===== config.mk =====
export PLATFORM = sky130hd
export DESIGN_NAME = cascade_ack_top
export DESIGN_NICKNAME = d
export VERILOG_FILES = /design/src/rtl/cascade_ack_pkg.sv /design/src/rtl/cascade_ack_prio.sv /design/src/rtl/cascade_ack_slice.sv /design/src/rtl/cascade_ack_top.sv
export SDC_FILE = /design/constraint.sdc
export NUM_CORES = 1
export LEC_CHECK = 0
export ABC_AREA = 1
export BUFFER_PORTS_ARGS = -buffer_cell sky130_fd_sc_hd__buf_2
export CORE_ASPECT_RATIO = 0.75
export CORE_MARGIN = 5
export CORE_UTILIZATION = 25
export CTS_CLUSTER_SIZE = 10
export DETAILED_ROUTE_END_ITERATION = 8
export PLACE_DENSITY = 0.44
export SYNTH_ARGS = -nofsm -noshare
export SYNTH_HDL_FRONTEND = slang
export SYNTH_HIERARCHICAL = 1
export SYNTH_SLANG_ARGS = --single-unit

===== constraint.sdc =====
create_clock -name clk_i -period 7.8 [get_ports clk_i]
set_input_delay 0.78 -clock clk_i [delete_from_list [all_inputs] [get_ports clk_i]]
set_output_delay 0.78 -clock clk_i [all_outputs]
set_load 0.01 [all_outputs]

===== src/rtl/cascade_ack_pkg.sv =====
`timescale 1ns/1ps
package cascade_ack_pkg;
  localparam int unsigned LINES_DEF = 8;
  localparam int unsigned CASC_LINE = 2;
  localparam logic [7:0]  M_TRIG_MASK_DEF = 8'hF8;
  localparam logic [7:0]  S_TRIG_MASK_DEF = 8'hDE;
endpackage


===== src/rtl/cascade_ack_prio.sv =====
`timescale 1ns/1ps
// Finds the request nearest to the rotation offset; pos_o is the relative rank.
module cascade_ack_prio #(
  parameter int unsigned LINES = 8,
  localparam int unsigned LW = $clog2(LINES)
) (
  input  logic [LINES-1:0] req_i,
  input  logic [LW-1:0]    off_i,
  output logic             any_o,
  output logic [LW-1:0]    pos_o
);
  logic [LW-1:0] idx;

  always_comb begin
    any_o = |req_i;
    pos_o = '0;
    idx   = '0;
    for (int i = LINES - 1; i >= 0; i--) begin
      idx = LW'(i) + off_i;
      if (req_i[idx]) pos_o = LW'(i);
    end
  end
endmodule


===== src/rtl/cascade_ack_slice.sv =====
`timescale 1ns/1ps
module cascade_ack_slice #(
  parameter int unsigned LINES = 8,
  localparam int unsigned LW = $clog2(LINES)
) (
  input  logic             clk_i,
  input  logic             rst_ni,
  input  logic [LINES-1:0] lvl_i,
  input  logic [LINES-1:0] push_i,
  input  logic [LINES-1:0] mask_i,
  input  logic [LINES-1:0] trig_i,
  input  logic             aeoi_i,
  input  logic             rot_i,
  input  logic             ack_i,
  output logic             pend_o,
  output logic [LW-1:0]    line_o
);
  logic [LINES-1:0] irr_q, irr_n, last_q, isr_q, isr_n;
  logic [LW-1:0]    off_q, off_n;
  logic             r_any, s_any;
  logic [LW-1:0]    r_pos, s_pos;

  cascade_ack_prio #(.LINES(LINES)) u_req (
    .req_i(irr_q & ~mask_i), .off_i(off_q), .any_o(r_any), .pos_o(r_pos));
  cascade_ack_prio #(.LINES(LINES)) u_svc (
    .req_i(isr_q), .off_i(off_q), .any_o(s_any), .pos_o(s_pos));

  // a line in service blocks equal and lower ranks
  assign pend_o = r_any && (!s_any || (r_pos < s_pos));
  assign line_o = r_pos + off_q;

  always_comb begin
    irr_n = irr_q;
    isr_n = isr_q;
    off_n = off_q;
    if (ack_i && pend_o) begin
      if (aeoi_i) begin
        if (rot_i) off_n = line_o + LW'(1);
      end else begin
        isr_n[line_o] = 1'b1;
      end
      if (!trig_i[line_o]) irr_n[line_o] = 1'b0;
    end
    for (int i = 0; i < LINES; i++) begin
      if (trig_i[i])                  irr_n[i] = lvl_i[i];
      else if (lvl_i[i] && !last_q[i]) irr_n[i] = 1'b1;
    end
    irr_n = irr_n | push_i;
  end

  always_ff @(posedge clk_i or negedge rst_ni) begin
    if (!rst_ni) begin
      irr_q  <= '0;
      last_q <= '0;
      isr_q  <= '0;
      off_q  <= '0;
    end else begin
      irr_q  <= irr_n;
      last_q <= lvl_i;
      isr_q  <= isr_n;
      off_q  <= off_n;
    end
  end
endmodule


===== src/rtl/cascade_ack_top.sv =====
`timescale 1ns/1ps
module cascade_ack_top
  import cascade_ack_pkg::*;
#(
  parameter int unsigned      LINES = LINES_DEF,
  parameter logic [LINES-1:0] M_TRIG_MASK = M_TRIG_MASK_DEF,
  parameter logic [LINES-1:0] S_TRIG_MASK = S_TRIG_MASK_DEF,
  localparam int unsigned     LW = $clog2(LINES),
  localparam int unsigned     NIRQ = 2 * LINES,
  localparam int unsigned     VEC_W = 8,
  localparam int unsigned     BASE_W = VEC_W - LW
) (
  input  logic              clk_i,
  input  logic              rst_ni,
  input  logic [NIRQ-1:0]   irq_i,
  input  logic [NIRQ-1:0]   mask_i,
  input  logic              trig_we_i,
  input  logic [NIRQ-1:0]   trig_wdata_i,
  input  logic [1:0]        aeoi_i,
  input  logic [1:0]        rot_aeoi_i,
  input  logic [BASE_W-1:0] base_m_i,
  input  logic [BASE_W-1:0] base_s_i,
  input  logic              ack_i,
  output logic              int_o,
  output logic [VEC_W-1:0]  vec_o
);
  localparam logic [LW-1:0] CASC = LW'(CASC_LINE);
  localparam logic [LW-1:0] SPUR = {LW{1'b1}};

  logic [NIRQ-1:0]  trig_q;
  logic [LINES-1:0] push_m;
  logic             m_pend, s_pend, ack_s;
  logic [LW-1:0]    m_line, s_line;
  logic [VEC_W-1:0] vec_d, vec_q;

  // trigger modes survive controller reset
  always_ff @(posedge clk_i) begin
    if (trig_we_i) trig_q <= trig_wdata_i & {S_TRIG_MASK, M_TRIG_MASK};
  end

  // slave pending pulses master cascade line; held off while it is acknowledged
  always_comb begin
    push_m       = '0;
    push_m[CASC] = s_pend & ~ack_i;
  end

  assign ack_s = ack_i & m_pend & (m_line == CASC);

  cascade_ack_slice #(.LINES(LINES)) u_master (
    .clk_i, .rst_ni,
    .lvl_i (irq_i[LINES-1:0]),
    .push_i(push_m),
    .mask_i(mask_i[LINES-1:0]),
    .trig_i(trig_q[LINES-1:0]),
    .aeoi_i(aeoi_i[0]),
    .rot_i (rot_aeoi_i[0]),
    .ack_i (ack_i),
    .pend_o(m_pend),
    .line_o(m_line)
  );

  cascade_ack_slice #(.LINES(LINES)) u_slave (
    .clk_i, .rst_ni,
    .lvl_i (irq_i[NIRQ-1:LINES]),
    .push_i('0),
    .mask_i(mask_i[NIRQ-1:LINES]),
    .trig_i(trig_q[NIRQ-1:LINES]),
    .aeoi_i(aeoi_i[1]),
    .rot_i (rot_aeoi_i[1]),
    .ack_i (ack_s),
    .pend_o(s_pend),
    .line_o(s_line)
  );

  always_comb begin
    if (!m_pend)             vec_d = {base_m_i, SPUR};
    else if (m_line != CASC) vec_d = {base_m_i, m_line};
    else if (s_pend)         vec_d = {base_s_i, s_line};
    else                     vec_d = {base_s_i, SPUR};
  end

  always_ff @(posedge clk_i or negedge rst_ni) begin
    if (!rst_ni)    vec_q <= '0;
    else if (ack_i) vec_q <= vec_d;
  end

  assign int_o = m_pend;
  assign vec_o = vec_q;
endmodule


==> out/metrics.yaml, run 1 <==
rows: 47
cp-start-kind: "flop"
power_density_nw_per_um2: 422.4
cts_setup_buffers: 0
synthFlopType: "dfrtp_1"
fin_hold_ws_ns: 0.4783
period_minus_slack_ns: 4.845
fin_total_pwr_mw: 2.807
die_h_um: 139.3
core_um2: 21990
worstPathRequired_ns: 7.02
syn_area_um2: 5570
wl_mm: 15.55
drive_gt1_share_pct: 12.10
overflow: 0
maxClockFrequency_mhz: 206.4
syn2layout_area_growth_pct: 19.29
end_kind: "output pin"
power.leakage_nw: 3.593
synth_cells: 861
place.detailed.hpwl_mm: 12.32
clk_pin_slew_ns: 0.06
ys_ff_latch: 73
drtIter0Drc: 338
grtUsageTotal_pct: 12.35
finalCritPeriodShare_pct: 62.11
grt_pass1_vias: 5061
place_congestion: 0.7874
async_reset_ff_share_pct: 84.93
setup_tns_ns: 0
clock-root-buffer: "clkbuf_16"
cts_hold_buf: 0
setup_ws_ns: 2.955
post-synth-top-count-cell: "nand2_1"
die_w_um: 182.4
place_area_um2: 6325
finalInstanceArea_um2: 6645
ys_seq_area_share_pct: 33.78
wl_per_cell_um: 12.33
hold_viol: 0
synth_top_cell_by_area: "dfrtp_1"
cts_resized: 0
nFillCells: 2442
setup_violations: 0
ys_types: 29
critPathMaxFanout: 22
grt_pass1_wl_mm: 25.72
htreeDepth: 3
ys_top_cells_by_count: "329 x nand2_1, 133 x nand3_1, 123 x inv_1"
synth.avg_cell_area_um2: 6.470
peakVddDrop_uv: 180.2
cts_buffer_depth: 2
finClkSkew_ns: 0.01225
grt_max_degree: 63
clock_sinks: 73
yosysTopAreaCellShare_pct: 27.85
drc: 0
vias_per_cell: 4.175
synth-edff-count: 11
cts_tree: "yes"
rsz0062_at_grt: "false"
antennaDiodeCount: 0
ys_top_cells_by_area: "dfrtp_1 28%, nand2_1 22%, nand3_1 12%, inv_1 8.3%, edfxtp_1 5.9%"
worst_pin_slew_ns: 0.8199
vias: 5265
status: "finished clean"
max-cap-violations: 0
drtPass1Iterations: 5
ant_nets: 0
critPathKind: "flop to output pin"
dp_slack_ns: 3.096
antenna_found_initial: 0
relSlewSlack_pct: 45.34
initial_core_util_pct: 25.33
die_area_um2: 25400
critical_path_arrival_ns: 4.06
slew_viol_final: 0
cts_buffers: 9
clk_latency_ns: 0.33
io_buffers: 69
nNetsFinal: 1046
yosysWarningCount: 6
io_pins: 75
min_path_type: "flop to flop"
[per-stage QoR]
step                util, %  instances
global placement      28.76       1245
finish                30.21       1261
detailed placement    28.76       1245
CTS                   30.21       1261
global route          30.21       1261
floorplan                 -        890
[cells by family after synthesis]
kind of cell | synth area share (%)
simple gates | 44.72
buf+inv | 10.13
flops | 33.78
compound gates | 5.413
fa+ha+maj | 4.313
xor+xnor | 1.572
other cells | 0.06732
[worst paths after layout]
check | from | end | slack [ns] | cells past startpoint
max in group asynchronous | rst_ni | vec_o[4] | 6.63 | 2
worst min-delay path | vec_o[6] | vec_o[6] | 0.48 | 2
min in group asynchronous | rst_ni | u_slave/last_q[5] | 0.62 | 2
worst max-delay path | u_master/off_q[0] | int_o | 2.96 | 16
worst min register to register | vec_o[6] | vec_o[6] | 0.48 | 2
worst max register to register | u_master/off_q[0] | u_slave/irr_q[5] | 3.15 | 22
[cell usage in the layout, fill, tap and decap left out, types with 11 or more instances in the layout]
master	count
a21oi_1	24
edfxtp_1	11
o21ai_0	12
buf_2	69
dfrtp_1	62
ha_1	16
conb_1	30
nor2_1	65
nand3_1	133
nand2_2	12
inv_1	123
nand2_1	329
[power breakdown]
| group | internal (mW) | switching, mW | leakage (nW) | total, mW |
|---|---|---|---|---|
| Clock | 0.282 | 0.169 | 0.157 | 0.451 |
| Sequential | 0.431 | 0.0715 | 0.763 | 0.503 |
| Combinational | 0.566 | 1.29 | 2.67 | 1.85 |
[layout make-up]
cell class / instances / area, um2 / area share [%]
clock buffers: 10 / 229.0 / 3.446
clock inverters: 6 / 91.34 / 1.375
inverters: 129 / 489.2 / 7.362
multi-input cells: 679 / 3233 / 48.65
flip-flops and latches: 73 / 1882 / 28.32
well taps: 294 / 367.9 / 5.536
repair buffers: 70 / 352.8 / 5.310
[critical path, cell delays in order (launching register included)]
cell     delay [ns]
dfrtp_1        0.85
inv_2          0.21
ha_1           0.43
inv_1          0.14
nand3_1        0.09
nand2_1        0.09
nor2_1         0.04
a31oi_1        0.20
nand2_1        0.10
nor3_1         0.39
ha_1           0.33
a21oi_1        0.13
nand2_1        0.07
nand2_2        0.08
nand2_4        0.07
inv_1          0.30
buf_2          0.21
[layer usage]
metal  GRT usage (%)  wire [um]
met1           20.32       9103
met3           2.531        678
met4           1.777        119
met5               0          0
met2           16.56       5644
[sequential cells by signal, indices dropped and copies added, names as in the netlist]
register,cells
u_master/off_q,3
u_master/last_q,8
u_master/isr_q,8
trig_q,11
u_slave/off_q,3
u_slave/isr_q,8
u_master/irr_q,8
u_slave/last_q,8
vec_o,8
u_slave/irr_q,8
No activity file was read; power rests on OpenSTA's default activity.
==> inputs of run 2 (changes only) <==
clock period = 4.6 ns   (was 7.8 ns; I/O delays follow)
==> out/metrics.yaml, run 2 (synthesized netlist as in run 1, its figures left out) <==
finalInstanceArea_um2: 6668
status: "finished clean"
clk_latency_ns: 0.33
setup_violations: 0
cts_hold_buf: 0
relSlewSlack_pct: 43.96
cts_buffer_depth: 2
htreeDepth: 3
p_sw_share_pct: 54.98
cts_buffers: 9
pwr-share-comb_pct: 69.0
grt_pass1_wl_mm: 25.41
die_h_um: 139.3
clk_pin_slew_ns: 0.07
drtPass1Iterations: 6
min_path_type: "input port to async pin"
cts_setup_buffers: 0
max-cap-violations: 0
place.detailed.hpwl_mm: 12.47
finClkSkew_ns: 0.01164
worst_pin_slew_ns: 0.8406
place_congestion: 0.7640
clkPwrFrac_pct: 14.0
grt_pass1_vias: 4837
drtIter0Drc: 374
overflow: 0
antenna_found_initial: 0
largest_reg_flops: 11
core_um2: 21990
critical_path.slowest_cell: "dfrtp_1"
die_w_um: 182.4
cpPeakStageDelay_ns: 0.59
wl_per_cell_um: 12.27
end_kind: "flop"
clock-root-buffer: "clkbuf_16"
final_cell_mix: "329 x nand2_1, 133 x nand3_1, 123 x inv_1, 69 x buf_2, 65 x nor2_1"
vias_per_cell: 4.199
grtUsageTotal_pct: 12.33
io_pins: 75
initial_core_util_pct: 25.33
regMostFlops: "trig_q"
cp_cell_sequence: "inv_1, ha_1, inv_1, nand3_1, nand2_1, nand2_1, nand2_1, nand2_1, nand2_1, nand2_1, nand2_1, a21oi_1, ha_1, inv_1, fa_1, nand2_1, nand2_1, nor4_1, inv_1, nor2_8, nand3_1, nand2_1, nand2_1"
setup_tns_ns: 0
die_area_um2: 25400
worstPathRequired_ns: 4.83
peakVddDrop_uv: 308.7
hold_viol: 0
cts_tree: "yes"
power.leakage_nw: 3.612
fin_total_pwr_mw: 4.804
cp_num_buf_inv: 4
nNetsFinal: 1054
antennaDiodeCount: 0
ant_nets: 0
critical_path_arrival_ns: 4.33
grt_max_degree: 36
drive_gt1_share_pct: 12.92
critPathMaxFanout: 18
slew_viol_final: 0
cpLargestDelayFamily: "simple AND/OR/NAND/NOR gates"
p_int_mw: 2.162
cp-start-kind: "flop"
fin_hold_ws_ns: 0.2226
layout_commonest_cell: "nand2_1"
finalCritPeriodShare_pct: 89.09
power_density_nw_per_um2: 720.4
vias: 5329
cpMostUsedCell: "nand2_1"
pwr-share-seq_pct: 17.1
maxClockFrequency_mhz: 244.0
io_buffers: 69
rows: 47
drc: 0
place_area_um2: 6385
net-switching-power_mw: 2.641
rsz0062_at_grt: "false"
nFillCells: 2444
clock_sinks: 73
critPathKind: "flop to flop"
period_minus_slack_ns: 4.098
wl_mm: 15.57
cts_resized: 0
syn2layout_area_growth_pct: 19.70
[run 2: changes by cell type in the layout (fill, tap and decap cells not counted), sizes merged]
| cell | change |
|---|---|
| buf | +8 |
| clkbuf | +1 |
| bufinv | -2 |
| clkinvlp | +1 |
[run 2: final timing paths]
path | from | to | slack (ns) | cells past startpoint
max | u_master/off_q[1] | u_slave/irr_q[0] | 0.50 | 23
min | rst_ni | u_slave/last_q[5] | 0.22 | 1
max reg2reg | u_master/off_q[1] | u_slave/irr_q[0] | 0.50 | 23
min reg2reg | vec_o[4] | vec_o[4] | 0.47 | 2
max in group asynchronous | rst_ni | u_master/off_q[0] | 3.43 | 2
min in group clk_i | irq_i[0] | u_master/last_q[0] | 0.25 | 1
[run 2: worst reg2reg max path: cells and delay by family, from the launching register on]
family / cells / cell delay, ns
flip-flops: 1 / 0.59
buffers and inverters: 4 / 0.51
AO/OA/AOI/OAI: 1 / 0.22
AND/OR/NAND/NOR: 15 / 1.71
adder cells (fa/ha/maj): 3 / 0.97
[run 2: power by group through the flow]
stage | Sequential [mW] | Combinational (mW) | Clock (mW)
4_1_cts | 0.821 | 3.31 | 0.705
2_1_floorplan | 0.817 | 2.50 | 0
3_5_place_dp | 0.833 | 3.30 | 0
5_1_grt | 0.836 | 3.76 | 0.734
3_3_place_gp | 0.836 | 3.33 | 0
6_report | 0.820 | 3.31 | 0.670
[run 2: routing by layer]
layer	wire, um	track usage, %	up-vias	part of all wire (%)
met1	9258	20.73	2307	59
met5	0	0	-	0
li1	-	-	2915	-
met3	642	2.557	6	4.1
met2	5617	15.99	101	36
met4	48	1.777	0	0.31
[run 2: area by class of cell]
class                   count  area [um2]  area share (%)
clock buffers              11       242.7           3.640
clock inverters             5       38.79          0.5817
inverters                 129       489.2           7.337
multi-input cells         679        3233           48.49
flip-flops and latches     73        1883           28.24
well taps                 294       367.9           5.517
repair buffers             78       412.9           6.193
[run 2: metrics by stage]
step                util (%)  setup WS [ns]  instances
floorplan                  -         0.9071        890
global placement       29.03         0.4971       1253
detailed placement     29.03         0.4507       1253
CTS                    30.31         0.4461       1269
global route           30.32       0.008952       1269
finish                 30.32         0.5018       1269
==> inputs of run 3 (changes only) <==
CORE_UTILIZATION = 55   (was 25)
PLACE_DENSITY = 0.8   (was 0.44)
REMOVE_ABC_BUFFERS = 1   (was default)
==> out/metrics.yaml, run 3 (synthesized netlist as in run 1, its figures left out) <==
rsz0062_at_grt: "false"
max-cap-violations: 0
clk_pin_slew_ns: 0.06
clock_sinks: 73
pwr-share-comb_pct: 69.2
cts_buffers: 9
status: "finished clean"
r2r_cells: 23
clkPwrFrac_pct: 13.8
cts_setup_buffers: 0
place_area_um2: 6167
net-switching-power_mw: 2.573
cp-startpoint: "u_master/off_q[0]"
drive_gt1_share_pct: 12.74
multi_input_area_um2: 3233
ant_nets: 0
relSlewSlack_pct: 58.77
die_w_um: 126.2
setup_ws_ns: 0.3683
nFillCells: 909
pwr-share-seq_pct: 17.0
largest_reg_flops: 11
antennaDiodeCount: 0
rr_endpoint: "u_slave/off_q[0]"
grt_max_degree: 44
final_cell_mix: "329 x nand2_1, 133 x nand3_1, 122 x inv_1, 69 x buf_2, 65 x nor2_1"
seq_area_um2: 1882
vias: 5579
grtUsageTotal_pct: 22.75
place.detailed.hpwl_mm: 10.72
drtIter0Drc: 466
initial_core_util_pct: 56.99
antenna_found_initial: 0
setup_violations: 0
p_int_mw: 2.086
core_um2: 9774
wl_mm: 13.62
p_sw_share_pct: 55.22
hold_viol: 0
period_minus_slack_ns: 4.232
overflow: 0
syn2layout_area_growth_pct: 15.66
critical_path_arrival_ns: 4.42
reg2reg_from: "u_master/off_q[0]"
vias_per_cell: 5.049
drc: 0
clk_latency_ns: 0.34
io_pins: 75
r2r_setup_slack_ns: 0.37
dp_slack_ns: 0.4996
finalInstanceArea_um2: 6442
wl_per_cell_um: 12.32
cp-start-kind: "flop"
worst_pin_slew_ns: 0.6184
die_h_um: 97.16
worstPathRequired_ns: 4.79
critPathKind: "flop to flop"
grt_pass1_wl_mm: 23.10
rows: 31
nNetsFinal: 1052
grt_pass1_vias: 4962
maxClockFrequency_mhz: 236.3
endpoint: "u_slave/off_q[0]"
power_density_nw_per_um2: 723.2
cts_tree: "yes"
finalCritPeriodShare_pct: 91.99
regMostFlops: "trig_q"
layout_commonest_cell: "nand2_1"
finClkSkew_ns: 0.009159
critPathMaxFanout: 18
peakVddDrop_uv: 406.5
die_area_um2: 12260
io_buffers: 69
min_path_type: "input port to async pin"
setup_tns_ns: 0
cts_buffer_depth: 2
power.leakage_nw: 3.590
clock-root-buffer: "clkbuf_16"
slew_viol_final: 0
end_kind: "flop"
place_congestion: 0.9013
drtPass1Iterations: 8
htreeDepth: 3
==> run 3: changes by cell type in the layout (fill, tap and decap cells not counted), sizes merged <==
cell | previous run | this run
clkinv | 3 | 2
clkbuf | 11 | 10
clkinvlp | 1 | 3
buf | 78 | 76
==> run 3: worst min-delay path by stage <==
stage               startpoint           endpoint  slack (ns)  cells after the start
global route            rst_ni  u_slave/last_q[3]         0.1                      1
CTS                     rst_ni  u_slave/last_q[3]        0.06                      1
detailed placement      rst_ni  u_slave/last_q[3]        0.43                      1
floorplan               rst_ni  u_master/irr_q[0]        0.16                      0
finish                  rst_ni  u_slave/last_q[3]        0.06                      1
global placement        rst_ni  u_slave/last_q[3]        0.43                      1
==> run 3: through the flow <==
stage / power (mW) / hold WS, ns / std cells / utilization (%)
3_5_place_dp: 3.925 / 0.4300 / 1089 / 63.10
4_1_cts: 4.593 / 0.06419 / 1105 / 65.87
6_report: 4.659 / 0.05693 / 1105 / 65.91
5_1_grt: 5.120 / 0.09816 / 1105 / 65.91
3_3_place_gp: 3.896 / 0.4342 / 1089 / 63.10
2_1_floorplan: 3.240 / 0.1644 / 881 / -
==> run 3: power groups by stage <==
| stage | logic [mW] | registers [mW] | clock network, mW |
|---|---|---|---|
| 2_1_floorplan | 2.40 | 0.840 | 0 |
| 3_3_place_gp | 3.09 | 0.802 | 0 |
| 3_5_place_dp | 3.13 | 0.800 | 0 |
| 4_1_cts | 3.15 | 0.791 | 0.653 |
| 5_1_grt | 3.64 | 0.802 | 0.680 |
| 6_report | 3.23 | 0.792 | 0.641 |
==> run 3: worst max-delay path, stage by stage (launching register included) <==
cell,delay [ns]
dfrtp_1,0.53
inv_2,0.15
ha_1,0.39
inv_1,0.10
nand3_1,0.11
nand2_1,0.06
nand2b_1,0.06
nand2_1,0.08
nand2_1,0.08
nand2_1,0.04
nand2_1,0.05
nand2_1,0.05
a21oi_1,0.33
ha_1,0.22
inv_1,0.05
fa_1,0.51
inv_1,0.23
inv_1,0.13
nor4_1,0.23
inv_1,0.14
nor2_8,0.26
nand2_2,0.12
nand2_1,0.07
o21ai_0,0.08
==> run 3: layout make-up <==
type / count / area share (%)
Clock buffer: 10 / 3.554
Inverter: 129 / 7.652
Timing Repair Buffer: 76 / 6.176
Sequential cell: 73 / 29.21
Multi-Input combinational cell: 679 / 50.18
Clock inverter: 6 / 0.6603
Tap cell: 132 / 2.564
==> run 3: routing by layer <==
metal / vias up / wire length [um] / track usage, %
li1: 2904 / - / -
met1: 2463 / 7056 / 36.59
met2: 199 / 5453 / 30.85
met3: 13 / 1006 / 5.275
met4: 0 / 99 / 4.287
met5: - / 0 / 0
==> run 3: what timing repair did <==
item / 4_1_cts / 5_1_grt
endpoints found under the setup margin: 0 / 1
gates resized for setup: 0 / 1
hold buffers: 0 / 0
